File: config.mk
export PLATFORM = sky130hd
export DESIGN_NAME = dpc_power_seq
export DESIGN_NICKNAME = d
export VERILOG_FILES = /design/src/rtl/pseq_pkg.sv /design/src/rtl/pseq_sync.sv /design/src/rtl/pseq_cycle_timer.sv /design/src/rtl/dpc_power_seq.sv
export SDC_FILE = /design/constraint.sdc
export NUM_CORES = 1
export LEC_CHECK = 0
export BUFFER_PORTS_ARGS = -buffer_cell sky130_fd_sc_hd__buf_2
export CAP_MARGIN = 10
export CORE_UTILIZATION = 30
export CTS_CLUSTER_DIAMETER = 100
export DETAILED_ROUTE_END_ITERATION = 8
export SLEW_MARGIN = 20
export SYNTH_ARGS = -nofsm -noshare
export SYNTH_HDL_FRONTEND = slang
export SYNTH_SLANG_ARGS = --single-unit
File: constraint.sdc
create_clock -name clk -period 2.9 [get_ports clk]
set_input_delay 0.435 -clock clk [delete_from_list [all_inputs] [get_ports clk]]
set_output_delay 0.435 -clock clk [all_outputs]
set_load 0.05 [all_outputs]
File: src/rtl/pseq_pkg.sv
package pseq_pkg;
  typedef enum logic [2:0] {
    ST_OFF       = 3'd0,
    ST_WAIT_CLK  = 3'd1,
    ST_INIT      = 3'd2,
    ST_ACTIVE    = 3'd3,
    ST_PARK      = 3'd4,
    ST_FAST_PARK = 3'd5,
    ST_SHUTDOWN  = 3'd6
  } pseq_state_e;

  function automatic int unsigned max3(input int unsigned a, input int unsigned b,
                                       input int unsigned c);
    int unsigned m;
    m = (a > b) ? a : b;
    return (m > c) ? m : c;
  endfunction
endpackage

File: src/rtl/pseq_sync.sv
// Multi-stage synchronizer bank for asynchronous level inputs.
module pseq_sync #(
  parameter int WIDTH  = 2,
  parameter int STAGES = 2
) (
  input  logic             clk,
  input  logic             rst_n,
  input  logic [WIDTH-1:0] async_i,
  output logic [WIDTH-1:0] sync_o
);
  logic [WIDTH-1:0] stage_q [STAGES];

  generate
    for (genvar s = 0; s < STAGES; s++) begin : g_stage
      always_ff @(posedge clk or negedge rst_n) begin
        if (!rst_n) begin
          stage_q[s] <= '0;
        end else if (s == 0) begin
          stage_q[s] <= async_i;
        end else begin
          stage_q[s] <= stage_q[(s == 0) ? 0 : s-1];
        end
      end
    end
  endgenerate

  assign sync_o = stage_q[STAGES-1];
endmodule

File: src/rtl/pseq_cycle_timer.sv
// Saturating cycle counter with synchronous clear.
module pseq_cycle_timer #(
  parameter int WIDTH = 8,
  parameter int LIMIT = 100
) (
  input  logic             clk,
  input  logic             rst_n,
  input  logic             clr_i,
  input  logic             en_i,
  output logic [WIDTH-1:0] cnt_o
);
  localparam logic [WIDTH-1:0] LIM = WIDTH'(LIMIT);
  logic [WIDTH-1:0] cnt_q;

  always_ff @(posedge clk or negedge rst_n) begin
    if (!rst_n)                    cnt_q <= '0;
    else if (clr_i)                cnt_q <= '0;
    else if (en_i && cnt_q != LIM) cnt_q <= cnt_q + 1'b1;
  end

  assign cnt_o = cnt_q;

  // the timer advances by one whenever it runs and is below its limit
  p_timer_step_r9: assert property (@(posedge clk) disable iff (!rst_n)
    (!clr_i && en_i && cnt_q != LIM) |=> (cnt_q == $past(cnt_q) + 1'b1));
endmodule

File: src/rtl/dpc_power_seq.sv
module dpc_power_seq
  import pseq_pkg::*;
#(
  parameter int CLK_STABLE_CYC = 2000,
  parameter int INIT_TMO_CYC   = 100000,
  parameter int HOLD_CYC       = 6400,
  parameter int SYNC_STAGES    = 2
) (
  input  logic clk,
  input  logic rst_n,
  input  logic pwr_good_i,
  input  logic refclk_ok_i,
  input  logic proj_en_i,
  input  logic fast_park_n_i,
  input  logic init_done_i,
  input  logic park_done_i,
  output logic ctrl_rst_n_o,
  output logic host_rdy_o,
  output logic i2c_en_o,
  output logic park_req_o,
  output logic fpark_req_o,
  output logic supply_hold_o,
  output logic init_err_o
);
  localparam int CNT_MAX = max3(CLK_STABLE_CYC, INIT_TMO_CYC, HOLD_CYC);
  localparam int CNT_W   = $clog2(CNT_MAX + 1);
  localparam logic [CNT_W-1:0] CLK_M1  = CNT_W'(CLK_STABLE_CYC - 1);
  localparam logic [CNT_W-1:0] TMO_M1  = CNT_W'(INIT_TMO_CYC - 1);
  localparam logic [CNT_W-1:0] HOLD_M1 = CNT_W'(HOLD_CYC - 1);

  pseq_state_e      state_q, state_d;
  logic [1:0]       sync_vec;
  logic             en_s, fpn_s;
  logic [CNT_W-1:0] cnt;
  logic             cnt_clr;
  logic             err_set, err_q;

  // Input synchronization: bit 1 enable, bit 0 fast-park request (active low)
  pseq_sync #(.WIDTH(2), .STAGES(SYNC_STAGES)) u_sync (
    .clk     (clk),
    .rst_n   (rst_n),
    .async_i ({proj_en_i, fast_park_n_i}),
    .sync_o  (sync_vec)
  );
  assign en_s  = sync_vec[1];
  assign fpn_s = sync_vec[0];

  // Shared phase timer: restarted on each state change and on clock dropout
  assign cnt_clr = (state_d != state_q) || (state_q == ST_WAIT_CLK && !refclk_ok_i);

  pseq_cycle_timer #(.WIDTH(CNT_W), .LIMIT(CNT_MAX)) u_timer (
    .clk   (clk),
    .rst_n (rst_n),
    .clr_i (cnt_clr),
    .en_i  (1'b1),
    .cnt_o (cnt)
  );

  always_comb begin
    state_d = state_q;
    err_set = 1'b0;
    unique case (state_q)
      ST_OFF: if (pwr_good_i) state_d = ST_WAIT_CLK;
      ST_WAIT_CLK: begin
        if (!pwr_good_i) state_d = ST_OFF;
        else if (refclk_ok_i && cnt >= CLK_M1 && en_s && fpn_s) state_d = ST_INIT;
      end
      ST_INIT: begin
        if (!fpn_s) state_d = ST_FAST_PARK;
        else if (init_done_i) state_d = ST_ACTIVE;
        else if (cnt >= TMO_M1) begin
          state_d = ST_SHUTDOWN;
          err_set = 1'b1;
        end
      end
      ST_ACTIVE: begin
        if (!fpn_s) state_d = ST_FAST_PARK;
        else if (!en_s) state_d = ST_PARK;
      end
      ST_PARK: begin
        if (!fpn_s) state_d = ST_FAST_PARK;
        else if (park_done_i) state_d = ST_SHUTDOWN;
      end
      ST_FAST_PARK: if (park_done_i && cnt >= HOLD_M1) state_d = ST_SHUTDOWN;
      ST_SHUTDOWN:  if (!pwr_good_i) state_d = ST_OFF;
      default:      state_d = ST_OFF;
    endcase
  end

  always_ff @(posedge clk or negedge rst_n) begin
    if (!rst_n) begin
      state_q <= ST_OFF;
      err_q   <= 1'b0;
    end else begin
      state_q <= state_d;
      if (err_set) err_q <= 1'b1;
    end
  end

  assign ctrl_rst_n_o  = (state_q == ST_INIT) || (state_q == ST_ACTIVE) ||
                         (state_q == ST_PARK) || (state_q == ST_FAST_PARK);
  assign host_rdy_o    = (state_q != ST_INIT);
  assign i2c_en_o      = (state_q == ST_ACTIVE);
  assign park_req_o    = (state_q == ST_PARK);
  assign fpark_req_o   = (state_q == ST_FAST_PARK);
  assign supply_hold_o = (state_q == ST_FAST_PARK);
  assign init_err_o    = err_q;

  // ready line sits at its released level whenever reset is applied
  p_rdy_in_reset_r10: assert property (@(posedge clk) disable iff (!rst_n)
    !ctrl_rst_n_o |-> host_rdy_o);
  // bus access only with reset released and ready shown
  p_i2c_gated_r6: assert property (@(posedge clk) disable iff (!rst_n)
    i2c_en_o |-> (host_rdy_o && ctrl_rst_n_o));
  // release needs good power and a valid clock in the deciding cycle
  p_release_power_r1: assert property (@(posedge clk) disable iff (!rst_n)
    $rose(ctrl_rst_n_o) |-> ($past(pwr_good_i) && $past(refclk_ok_i)));
  // release needs the synchronized enable high and no fast park pending
  p_release_enable_r3: assert property (@(posedge clk) disable iff (!rst_n)
    $rose(ctrl_rst_n_o) |-> ($past(en_s) && $past(fpn_s)));
  // a normal park ends only in reset or in a takeover by fast park
  p_park_exit_r7: assert property (@(posedge clk) disable iff (!rst_n)
    $fell(park_req_o) |-> (fpark_req_o || !ctrl_rst_n_o));
  // the supply hold ends only after park completion, and reset follows
  p_hold_exit_r9: assert property (@(posedge clk) disable iff (!rst_n)
    $fell(supply_hold_o) |-> ($past(park_done_i) && !ctrl_rst_n_o));
  // shutdown is left only after power-good is seen low
  p_shutdown_exit_r11: assert property (@(posedge clk) disable iff (!rst_n)
    ($past(state_q) == ST_SHUTDOWN && state_q != ST_SHUTDOWN) |-> !$past(pwr_good_i));
  // the timeout flag is sticky
  p_err_sticky_r5: assert property (@(posedge clk) disable iff (!rst_n)
    init_err_o |=> init_err_o);
endmodule

==> flow_metrics.py <==
metrics = {
    "status": {
        "run_status": "finished, final reports clean",
    },
    "worst_setup_path": {
        "critPathBufInv": 1,
        "cp-end-kind": "register",
        "r2r_slack_ns": 0.36,
        "cpMaxStageDelayCell": "or4_4",
        "cp.arrival_ns": 2.74,
        "start_kind": "register",
        "cpPeakStageDelay_ns": 0.56,
        "path_class": "reg -> reg",
        "path_cells": "or4_4 > nor2_1 > a21boi_0 > nor3_1 > or4_1 > buf_4 > a21oi_1",
        "cp.required_ns": 3.09,
        "critPathTopFamily": "simple AND/OR/NAND/NOR gates",
        "cp_max_fo": 17,
    },
    "die": {
        "dieArea_um2": 5245,
        "die_width_um": 72.42,
        "coreArea_um2": 4755,
        "die_y_um": 72.42,
        "start_util_pct": 31.29,
        "io_pins": 15,
        "placementRows": 25,
    },
    "logic_synthesis": {
        "synth_cell_type_count": 45,
        "synth-main-ff-cell": "dfrtp_1",
        "synth-xor-area-share_pct": 8.831,
        "yosysSeqAreaShare_pct": 42.05,
        "synth_nets": 175,
        "async_reset_ff_share_pct": 100.0,
        "synth_area_leaders": "dfrtp_1 (42%), nor2_1 (7.6%), xor2_1 (5.3%)",
        "synth_top_cell_by_area": "dfrtp_1",
        "syn_inst": 165,
        "synthAdderAreaFrac_pct": 1.682,
        "synth.top_cell.area_share_pct": 42.05,
        "synth_edf_count": 0,
        "synth_warnings": 0,
        "synth_seq_cells": 25,
        "syn_area_um2": 1488,
        "synth_compound_area_share_pct": 11.02,
        "syn_area_per_cell_um2": 9.016,
        "synth.area.mux_share_pct": 1.346,
        "yosys.area_share.simple_pct": 30.19,
        "synth_top_family_by_area": "simple AND/OR/NAND/NOR gates",
    },
    "routing": {
        "dr_total_vias": 1237,
        "antenna_left": 0,
        "wl_per_cell_um": 12.67,
        "drtIter0Drc": 53,
        "route.detailed.drc": 0,
        "wirelength_um": 3103,
        "first_pass_iters": 4,
        "routed_via_density": 5.049,
    },
    "flow_run": {
        "cap_viol_max_count": 0,
    },
    "grt": {
        "grt_antenna_before_repair": 0,
        "grt_max_degree": 26,
        "grt_pass1_vias": 1105,
        "overflow": 0,
        "grt_pass1_wl_um": 5347,
        "grt.total_usage_pct": 13.18,
    },
    "power": {
        "power_density_nw_per_um2": 622.8,
        "ir_drop_uv": 223.5,
        "leakage_nw": 0.7068,
    },
    "timing": {
        "min_period_ns": 2.543,
        "fin_setup_tns_ns": 0,
        "setup_viol": 0,
        "fin_crit_sh_pct": 87.69,
        "worstMarginPinSlew_ns": 0.5708,
        "fin_ws_ns": 0.3570,
        "hold_viol_final": 0,
        "drv_slew": 0,
        "fmax_mhz": 393.2,
        "clock_skew_ns": 0.003411,
        "rsz0062_at_grt": "no",
        "slew_headroom_pct": 61.95,
    },
    "worst_hold_path": {
        "worst_hold_path_type": "in -> async",
    },
    "finish": {
        "n_antenna_cell": 0,
        "final_cell_mix": "nor2_1 (30), dfrtp_1 (25), buf_2 (14)",
        "area_growth_pct": 11.27,
        "drive_gt1_share_pct": 13.48,
        "fill_cells": 518,
        "final_nets": 189,
        "final_common_cell": "nor2_1",
    },
    "cts": {
        "cts_tree": "yes",
        "holdBufCountCts": 0,
        "path_clk_slew_ns": 0.09,
        "cts_buffers": 3,
        "cts_buffer_depth": 2,
        "post-cts-setup-buffers": 0,
        "cts_root_buf": "clkbuf_8",
        "post_cts_resized": 0,
        "clock_latency_ns": 0.27,
        "clkSinkCount": 25,
        "h-tree-depth": 1,
    },
    "place": {
        "gp_congestion": 0.8931,
        "portBuffers": 14,
        "place_ws_ns": 0.3606,
        "dp_hpwl_um": 2323,
    },
}
-- worst paths after layout --
kind / startpoint / endpoint / cells after the start
min in group clk: proj_en_i / u_sync.stage_q[3] / 1
hold / removal: rst_n / u_sync.sync_o[0] / 1
setup / recovery: u_timer.cnt_o[13] / u_timer.cnt_o[2] / 7
hold reg to reg: u_sync.stage_q[2] / u_sync.sync_o[0] / 0
max in group asynchronous: rst_n / u_timer.cnt_o[4] / 1
setup reg to reg: u_timer.cnt_o[13] / u_timer.cnt_o[2] / 7
-- cell usage after synthesis (4+ instances only) --
library cell,count
xnor2_1,6
nand3_1,12
xor2_1,9
o21ai_0,6
dfrtp_1,25
inv_1,5
clkbuf_1,4
nor2_1,30
nand2_1,8
nor3_1,6
nand4_1,5
nor2b_1,5
-- cell type report --
type	instances	area [µm²]	area share (%)
Clock buffer	4	45.04	2.721
Tap cell	67	83.83	5.064
Multi-Input combinational cell	127	789.5	47.69
Sequential cell	25	625.6	37.79
Inverter	5	18.77	1.134
Timing Repair Buffer	17	92.59	5.593
-- flip-flops by register name, indices dropped and copies added (netlist names) --
signal,flops
u_timer.cnt_o,17
state_q,3
u_sync.stage_q,2
u_sync.sync_o,2
init_err_o,1
-- through the flow --
stage                     hold WS, ns  utilization, %  area (µm²)  instances  total power [mW]
after floorplan                0.1394               -        1488        165            0.7853
final                          0.1529           34.82        1655        245             1.031
after global routing           0.2016           34.82        1655        245             1.104
after detailed placement       0.3395           33.87        1610        241            0.8360
after global placement         0.3322           33.87        1610        241            0.8351
after CTS                      0.1803           34.82        1655        245             1.044
-- metal layers --
layer  GRT usage (%)  up-vias  wire (µm)
li1                -      607          -
met3           3.333        8        123
met5               0        -          0
met4           5.447        0         64
met1           18.32      593       1571
met2           19.42       29       1344
-- power by group --
| group | internal (mW) | switching, mW | leakage [nW] |
|---|---|---|---|
| sequential | 0.379 | 0.0635 | 0.334 |
| combinational | 0.135 | 0.247 | 0.350 |
| clock | 0.0982 | 0.108 | 0.0228 |
-- kinds of logic (layout without fill, tap and decap cells) --
logic type	count (synthesis)	in the layout
AO/OA/AOI/OAI	23	23
XOR/XNOR	15	15
adder cells (fa/ha/maj)	2	2
buffers and inverters	13	26
flip-flops	25	25
multiplexers	2	2
AND/OR/NAND/NOR	85	85
Note: power is estimated with default switching activity, not from simulation.
